### src/rtl/rtc_alarm_pkg.sv
package rtc_alarm_pkg;

  localparam int BYTE_W     = 8;
  localparam int NUM_FIELDS = 4;
  localparam int SEC_W      = 7;
  localparam int HOUR_W     = 6;

  // field slots; the slot number is also the register address
  localparam int FLD_SEC  = 0;
  localparam int FLD_MIN  = 1;
  localparam int FLD_HOUR = 2;
  localparam int FLD_DATE = 3;

  localparam int CTRL_SLOT   = 4;
  localparam int CTRL_EN_BIT = 0;
  localparam int MASK_BIT    = 7;

  typedef enum logic [2:0] {
    RPT_MONTH  = 3'd0,
    RPT_DAY    = 3'd1,
    RPT_HOUR   = 3'd2,
    RPT_MINUTE = 3'd3,
    RPT_SECOND = 3'd4
  } rpt_mode_e;

  // BCD legality of a byte written to alarm field idx
  function automatic logic field_write_ok(input int idx, input logic [BYTE_W-1:0] v);
    logic units_ok;
    units_ok = (v[3:0] <= 4'd9);
    case (idx)
      FLD_SEC, FLD_MIN: return units_ok && (v[6:4] <= 3'd5);
      FLD_HOUR:         return units_ok && (v[5:0] <= 6'h23);
      FLD_DATE:         return units_ok && (v[5:0] != 6'h00);
      default:          return 1'b0;
    endcase
  endfunction

  // bits of a field that take part in the time comparison
  function automatic logic [BYTE_W-1:0] field_cmp_mask(input int idx);
    case (idx)
      FLD_SEC, FLD_MIN: return 8'h7F;
      default:          return 8'h3F;
    endcase
  endfunction

  // fields that must match for a given repeat rate
  function automatic logic [NUM_FIELDS-1:0] needed_fields(input rpt_mode_e m);
    case (m)
      RPT_MONTH:  return 4'b1111;
      RPT_DAY:    return 4'b0111;
      RPT_HOUR:   return 4'b0011;
      RPT_MINUTE: return 4'b0001;
      default:    return 4'b0000;
    endcase
  endfunction

endpackage

### src/rtl/rtc_rst_sync.sv
module rtc_rst_sync #(
  parameter int STAGES = 2
) (
  input  logic clk,
  input  logic rst_n,
  output logic rst_sync_n
);

  logic [STAGES-1:0] sync_q;
  logic [STAGES-1:0] sync_d;

  always_comb begin
    sync_d = {sync_q[STAGES-2:0], 1'b1};
  end

  always_ff @(posedge clk or negedge rst_n) begin
    if (!rst_n) begin
      sync_q <= '0;
    end else begin
      sync_q <= sync_d;
    end
  end

  assign rst_sync_n = sync_q[STAGES-1];

endmodule

### src/rtl/rtc_alarm_regs.sv
module rtc_alarm_regs
  import rtc_alarm_pkg::*;
#(
  parameter int ADDR_W = 3
) (
  input  logic                                 clk,
  input  logic                                 rst_n,
  input  logic                                 reg_we,
  input  logic [ADDR_W-1:0]                    reg_addr,
  input  logic [BYTE_W-1:0]                    reg_wdata,
  output logic [BYTE_W-1:0]                    reg_rdata,
  output logic [NUM_FIELDS-1:0][BYTE_W-1:0]    alm_q,
  output logic                                 irq_en
);

  localparam int IDX_W = $clog2(NUM_FIELDS);
  localparam logic [ADDR_W-1:0] CTRL_ADDR  = ADDR_W'(CTRL_SLOT);
  localparam logic [ADDR_W-1:0] FIELD_LIM  = ADDR_W'(NUM_FIELDS);

  // one validated byte register per alarm field
  for (genvar i = 0; i < NUM_FIELDS; i++) begin : g_field
    logic              sel;
    logic              ce;
    logic [BYTE_W-1:0] d;
    logic [BYTE_W-1:0] q;

    always_comb begin
      sel = reg_we && (reg_addr == ADDR_W'(i));
      ce  = sel && field_write_ok(i, reg_wdata);
      d   = reg_wdata;
    end

    always_ff @(posedge clk or negedge rst_n) begin
      if (!rst_n) begin
        q <= '0;
      end else if (ce) begin
        q <= d;
      end
    end

    assign alm_q[i] = q;
  end

  // control register: alarm enable
  logic en_ce;
  logic en_d;

  always_comb begin
    en_ce = reg_we && (reg_addr == CTRL_ADDR);
    en_d  = reg_wdata[CTRL_EN_BIT];
  end

  always_ff @(posedge clk or negedge rst_n) begin
    if (!rst_n) begin
      irq_en <= 1'b0;
    end else if (en_ce) begin
      irq_en <= en_d;
    end
  end

  // read multiplexer
  always_comb begin
    reg_rdata = '0;
    if (reg_addr < FIELD_LIM) begin
      reg_rdata = alm_q[reg_addr[IDX_W-1:0]];
    end else if (reg_addr == CTRL_ADDR) begin
      reg_rdata = {{(BYTE_W-1){1'b0}}, irq_en};
    end
  end

endmodule

### src/rtl/rtc_alarm_cmp.sv
module rtc_alarm_cmp
  import rtc_alarm_pkg::*;
(
  input  logic [NUM_FIELDS-1:0][BYTE_W-1:0] alm_q,
  input  logic [NUM_FIELDS-1:0][BYTE_W-1:0] tod_v,
  output rpt_mode_e                         mode,
  output logic                              hit
);

  logic [NUM_FIELDS-1:0] eq;
  logic [NUM_FIELDS-1:0] flag;
  logic [NUM_FIELDS-1:0] need;

  for (genvar i = 0; i < NUM_FIELDS; i++) begin : g_cmp
    always_comb begin
      eq[i]   = (((alm_q[i] ^ tod_v[i]) & field_cmp_mask(i)) == '0);
      flag[i] = alm_q[i][MASK_BIT];
    end
  end

  // flag pattern {date, hour, min, sec} selects the repeat rate
  always_comb begin
    case ({flag[FLD_DATE], flag[FLD_HOUR], flag[FLD_MIN], flag[FLD_SEC]})
      4'b0000: mode = RPT_MONTH;
      4'b1000: mode = RPT_DAY;
      4'b1100: mode = RPT_HOUR;
      4'b1110: mode = RPT_MINUTE;
      default: mode = RPT_SECOND;
    endcase
  end

  always_comb begin
    need = needed_fields(mode);
    hit  = &(eq | ~need);
  end

endmodule

### src/rtl/rtc_alarm_pulse.sv
module rtc_alarm_pulse (
  input  logic clk,
  input  logic rst_n,
  input  logic tick,
  input  logic hit,
  input  logic irq_en,
  output logic irq
);

  logic irq_d;

  always_comb begin
    irq_d = tick && hit && irq_en;
  end

  always_ff @(posedge clk or negedge rst_n) begin
    if (!rst_n) begin
      irq <= 1'b0;
    end else begin
      irq <= irq_d;
    end
  end

endmodule

### src/rtl/rtc_alarm_match.sv
module rtc_alarm_match
  import rtc_alarm_pkg::*;
#(
  parameter int ADDR_W     = 3,
  parameter int RST_STAGES = 2
) (
  input  logic              clk,
  input  logic              rst_n,
  input  logic              reg_we,
  input  logic [ADDR_W-1:0] reg_addr,
  input  logic [BYTE_W-1:0] reg_wdata,
  output logic [BYTE_W-1:0] reg_rdata,
  input  logic              tick,
  input  logic [SEC_W-1:0]  tod_sec,
  input  logic [SEC_W-1:0]  tod_min,
  input  logic [HOUR_W-1:0] tod_hour,
  input  logic [HOUR_W-1:0] tod_date,
  output logic              alarm_irq
);

  logic                              rst_sync_n;
  logic [NUM_FIELDS-1:0][BYTE_W-1:0] alm_q;
  logic [NUM_FIELDS-1:0][BYTE_W-1:0] tod_v;
  logic                              irq_en;
  logic                              hit;
  rpt_mode_e                         mode;

  rtc_rst_sync #(.STAGES(RST_STAGES)) u_rst (
    .clk        (clk),
    .rst_n      (rst_n),
    .rst_sync_n (rst_sync_n)
  );

  rtc_alarm_regs #(.ADDR_W(ADDR_W)) u_regs (
    .clk       (clk),
    .rst_n     (rst_sync_n),
    .reg_we    (reg_we),
    .reg_addr  (reg_addr),
    .reg_wdata (reg_wdata),
    .reg_rdata (reg_rdata),
    .alm_q     (alm_q),
    .irq_en    (irq_en)
  );

  always_comb begin
    tod_v[FLD_SEC]  = BYTE_W'(tod_sec);
    tod_v[FLD_MIN]  = BYTE_W'(tod_min);
    tod_v[FLD_HOUR] = BYTE_W'(tod_hour);
    tod_v[FLD_DATE] = BYTE_W'(tod_date);
  end

  rtc_alarm_cmp u_cmp (
    .alm_q (alm_q),
    .tod_v (tod_v),
    .mode  (mode),
    .hit   (hit)
  );

  rtc_alarm_pulse u_pulse (
    .clk    (clk),
    .rst_n  (rst_sync_n),
    .tick   (tick),
    .hit    (hit),
    .irq_en (irq_en),
    .irq    (alarm_irq)
  );

endmodule

### config.mk
export PLATFORM = sky130hd
export DESIGN_NAME = rtc_alarm_match
export DESIGN_NICKNAME = d
export VERILOG_FILES = /design/src/rtl/rtc_alarm_pkg.sv /design/src/rtl/rtc_rst_sync.sv /design/src/rtl/rtc_alarm_regs.sv /design/src/rtl/rtc_alarm_cmp.sv /design/src/rtl/rtc_alarm_pulse.sv /design/src/rtl/rtc_alarm_match.sv
export SDC_FILE = /design/constraint.sdc
export NUM_CORES = 1
export LEC_CHECK = 0
export BUFFER_PORTS_ARGS = -buffer_cell sky130_fd_sc_hd__buf_2
export CAP_MARGIN = 20
export CORE_ASPECT_RATIO = 0.7
export CORE_MARGIN = 4
export CORE_UTILIZATION = 30
export DETAILED_ROUTE_END_ITERATION = 12
export GPL_TIMING_DRIVEN = 0
export PLACE_DENSITY = 0.5
export SYNTH_ARGS = -nofsm -noshare
export SYNTH_HDL_FRONTEND = slang
export SYNTH_SLANG_ARGS = --single-unit
### constraint.sdc
create_clock -name clk -period 1.2 [get_ports clk]
set_input_delay 0.12 -clock clk [delete_from_list [all_inputs] [get_ports clk]]
set_output_delay 0.12 -clock clk [all_outputs]
set_load 0.05 [all_outputs]
==> metrics.yaml <==
synthesis:
  seq_area_frac_synth_pct: 44.4
  syn_nets: 188
  yosys-top-cells-area: "dfrtp_1, mux2_2, mux2_4"
  syn_avg_cell_area_um2: 13.8
  synth_top_area_share_pct: 44.4
  synth_edf_count: 0
  syn-cell-area_mm2: 0.00203
  yosys_warnings: 0
  synthFlopType: "dfrtp_1"
  synth_seq_cells: 36
  synthArstFlopShare_pct: 100
  synth_cell_types: 34
  synth_top_area_cell: "dfrtp_1"
  synthesis.instances: 147
min_path:
  hp-start: "reg_wdata[2]"
  hold_class: "input port to flip-flop"
timing:
  fin_crit_ns: 1.60
  timing_hold_violations_final: 0
  finalSetupViolations: 14
  slew_violations: 0
  hold_slack_ns: 0.0980
  tightestPinTransition_ns: 0.803
  period_share_pct: 133
  rsz0062_at_grt: "yes"
  clock_skew_ns: 0.00728
  fmaxAchievable_ghz: 0.625
  setup_slack_ns: -0.399
  maxSlewHeadroom_pct: 46.5
critical_path:
  arrival_ns: 1.48
  critical-path-top-delay-family: "multiplexers"
  worstSetupPathType: "flip-flop to output port"
  critPathLaunchType: "flip-flop"
  worstPathRequired_ns: 1.08
  slowest_delay_ns: 0.47
  cp-end-kind: "output port"
  crit_chain: "mux4_2 > nor2b_4 > buf_6"
  slowest_stage: "mux4_2"
  crit_fanout: 3
  r2r_start: "u_regs.g_field[1].q[2]"
  cp_num_buf_inv: 1
  crit_start: "u_regs.g_field[1].q[2]"
placed_design:
  dp_slack_ns: -0.586
  dpl.hpwl_mm: 4.13
  dpl_cell_area_mm2: 0.00245
  routabilityCongestion: 0.711
  portBuffers: 49
routing:
  vias: 1540
  avgRoutedWirePerCell_um: 18.1
  detail-route-antenna-nets: 0
  initialDrtViolationCount: 43
  first_pass_iters: 4
  wl_mm: 5.93
  via_per_inst: 4.70
  drc: 0
cells_and_area:
  final_cell_mix: "buf_2, dfrtp_1, buf_4"
  fin_util_pct: 46.1
  diodes: 0
  postLayoutCellArea_mm2: 0.00295
  layout-drive-gt1-share_pct: 65.0
  area_delta_synth_final_pct: 45.4
  final_common_cell: "buf_2"
  nets: 277
  fillers: 607
grt:
  grt_max_degree: 35
  grt_pass1_vias: 1655
  grt.total_usage_pct: 15.0
  antenna_found_initial: 0
  grt_pass1_wl_mm: 9.29
  grt-ovfl-total: 0
clock_tree:
  cts_tree: "yes"
  cts.path.max_buffers: 2
  clock-sinks: 36
  numCtsBuffers: 5
  clkLatencyLatePin_ns: 0.29
  path_clk_slew_ns: 0.07
  h-tree-depth: 2
  cts_root_buffer: "clkbuf_8"
floorplanning:
  core_mm2: 0.00640
  initial_core_util_pct: 31.7
  dieArea_mm2: 0.00817
  fp.dieH_um: 76.8
  num_rows: 24
  ioPinCount: 50
  die_x_um: 106
status:
  outcome: "complete, but fails checks"
  violations: "setup timing"
flow_run:
  cap_violations: 0
power_and_ir_drop:
  peakVddDrop_v: 0.000566
  power_switching_w: 0.00141
  pwr-share-seq_pct: 37.9
  clkPwrFrac_pct: 20.4
  switching_share_pct: 31.6
  leakage_nw: 1.37
  power_per_cell_area_mw_per_mm2: 1510
  intPower_w: 0.00306
  power_frac_comb_pct: 41.7
  total_power_w: 0.00447
-- sequential cells by signal (all words and copies together) (netlist names) --
signal	count
u_regs.irq_en	1
u_pulse.irq	1
u_regs.g_field.q	32
u_rst.sync_q	2
-- metal layers --
| layer | vias to the layer above | part of all wire (%) | global-route usage (%) |
|---|---|---|---|
| met5 | - | 0 | 0 |
| met4 | 0 | 0.54 | 3.10 |
| met3 | 5 | 4.9 | 3.69 |
| met2 | 40 | 44 | 21.6 |
| met1 | 766 | 50 | 22.6 |
| li1 | 729 | - | - |
-- repair_timing --
action | CTS | global route
gates resized for setup | 35 | 5
setup endpoints to repair | 39 | 30
pin swaps | 6 | 3
buffers inserted | 21 | 11
hold buffers | 1 | 0
hold endpoints to repair | 2 | 0
-- power by group through the flow --
stage          Combinational (W)  Clock (W)  Sequential, W
2_1_floorplan           0.000975          0        0.00173
3_3_place_gp             0.00125          0        0.00182
5_1_grt                  0.00198   0.000987        0.00174
6_report                 0.00186   0.000911        0.00170
4_1_cts                  0.00173   0.000935        0.00171
3_5_place_dp             0.00126          0        0.00182
-- through the flow --
step,cells,setup TNS (ns)
finish,328,-3.52
global route,328,-3.90
CTS,317,-3.55
detailed placement,287,-17.17
global placement,287,-31.11
floorplan,147,-1.46
-- synthesized netlist by cell type, types with 2 or more instances --
master and n:
mux4_2 8, xnor2_1 14, nor2b_1 9, dfrtp_1 36, mux2_4 12, nand4_1 4, clkbuf_1 2, o41ai_1 2
xor2_1 12, nand3_1 2, mux2_2 18, a22o_1 2, nor2_1 2, nor3_1 4
-- kinds of logic after synthesis --
family	count (synthesis)	synth area share [%]
buffers and inverters	5	1.36
xor gates and xnor gates	26	11.2
AOI/OAI and AO/OA	12	5.55
other	1	0.185
and+or+nand+nor	29	9.56
muxes	38	27.7
DFF	36	44.4
-- cell type report --
class	count	area [um2]	area share (%)
inverters	1	3.75	0.127
multi-input cells	106	1240	42.0
well taps	91	114	3.86
clock buffers	8	90.1	3.05
repair buffers	82	574	19.5
plain buffers	4	28.8	0.975
flip-flops and latches	36	902	30.6
-- final timing paths --
kind	to	slack (ns)	depth (start not counted)
worst max-delay path	reg_rdata[2]	-0.40	3
worst min-delay path	u_regs.g_field[3].q[2]	0.1	2
worst max register to register	u_pulse.irq	-0.29	5
worst min register to register	u_rst.sync_q[1]	0.35	0
max in group asynchronous	u_regs.g_field[1].q[1]	0.33	0
min in group asynchronous	u_rst.sync_q[0]	0.16	2
Note: power is estimated with default switching activity, not from simulation.
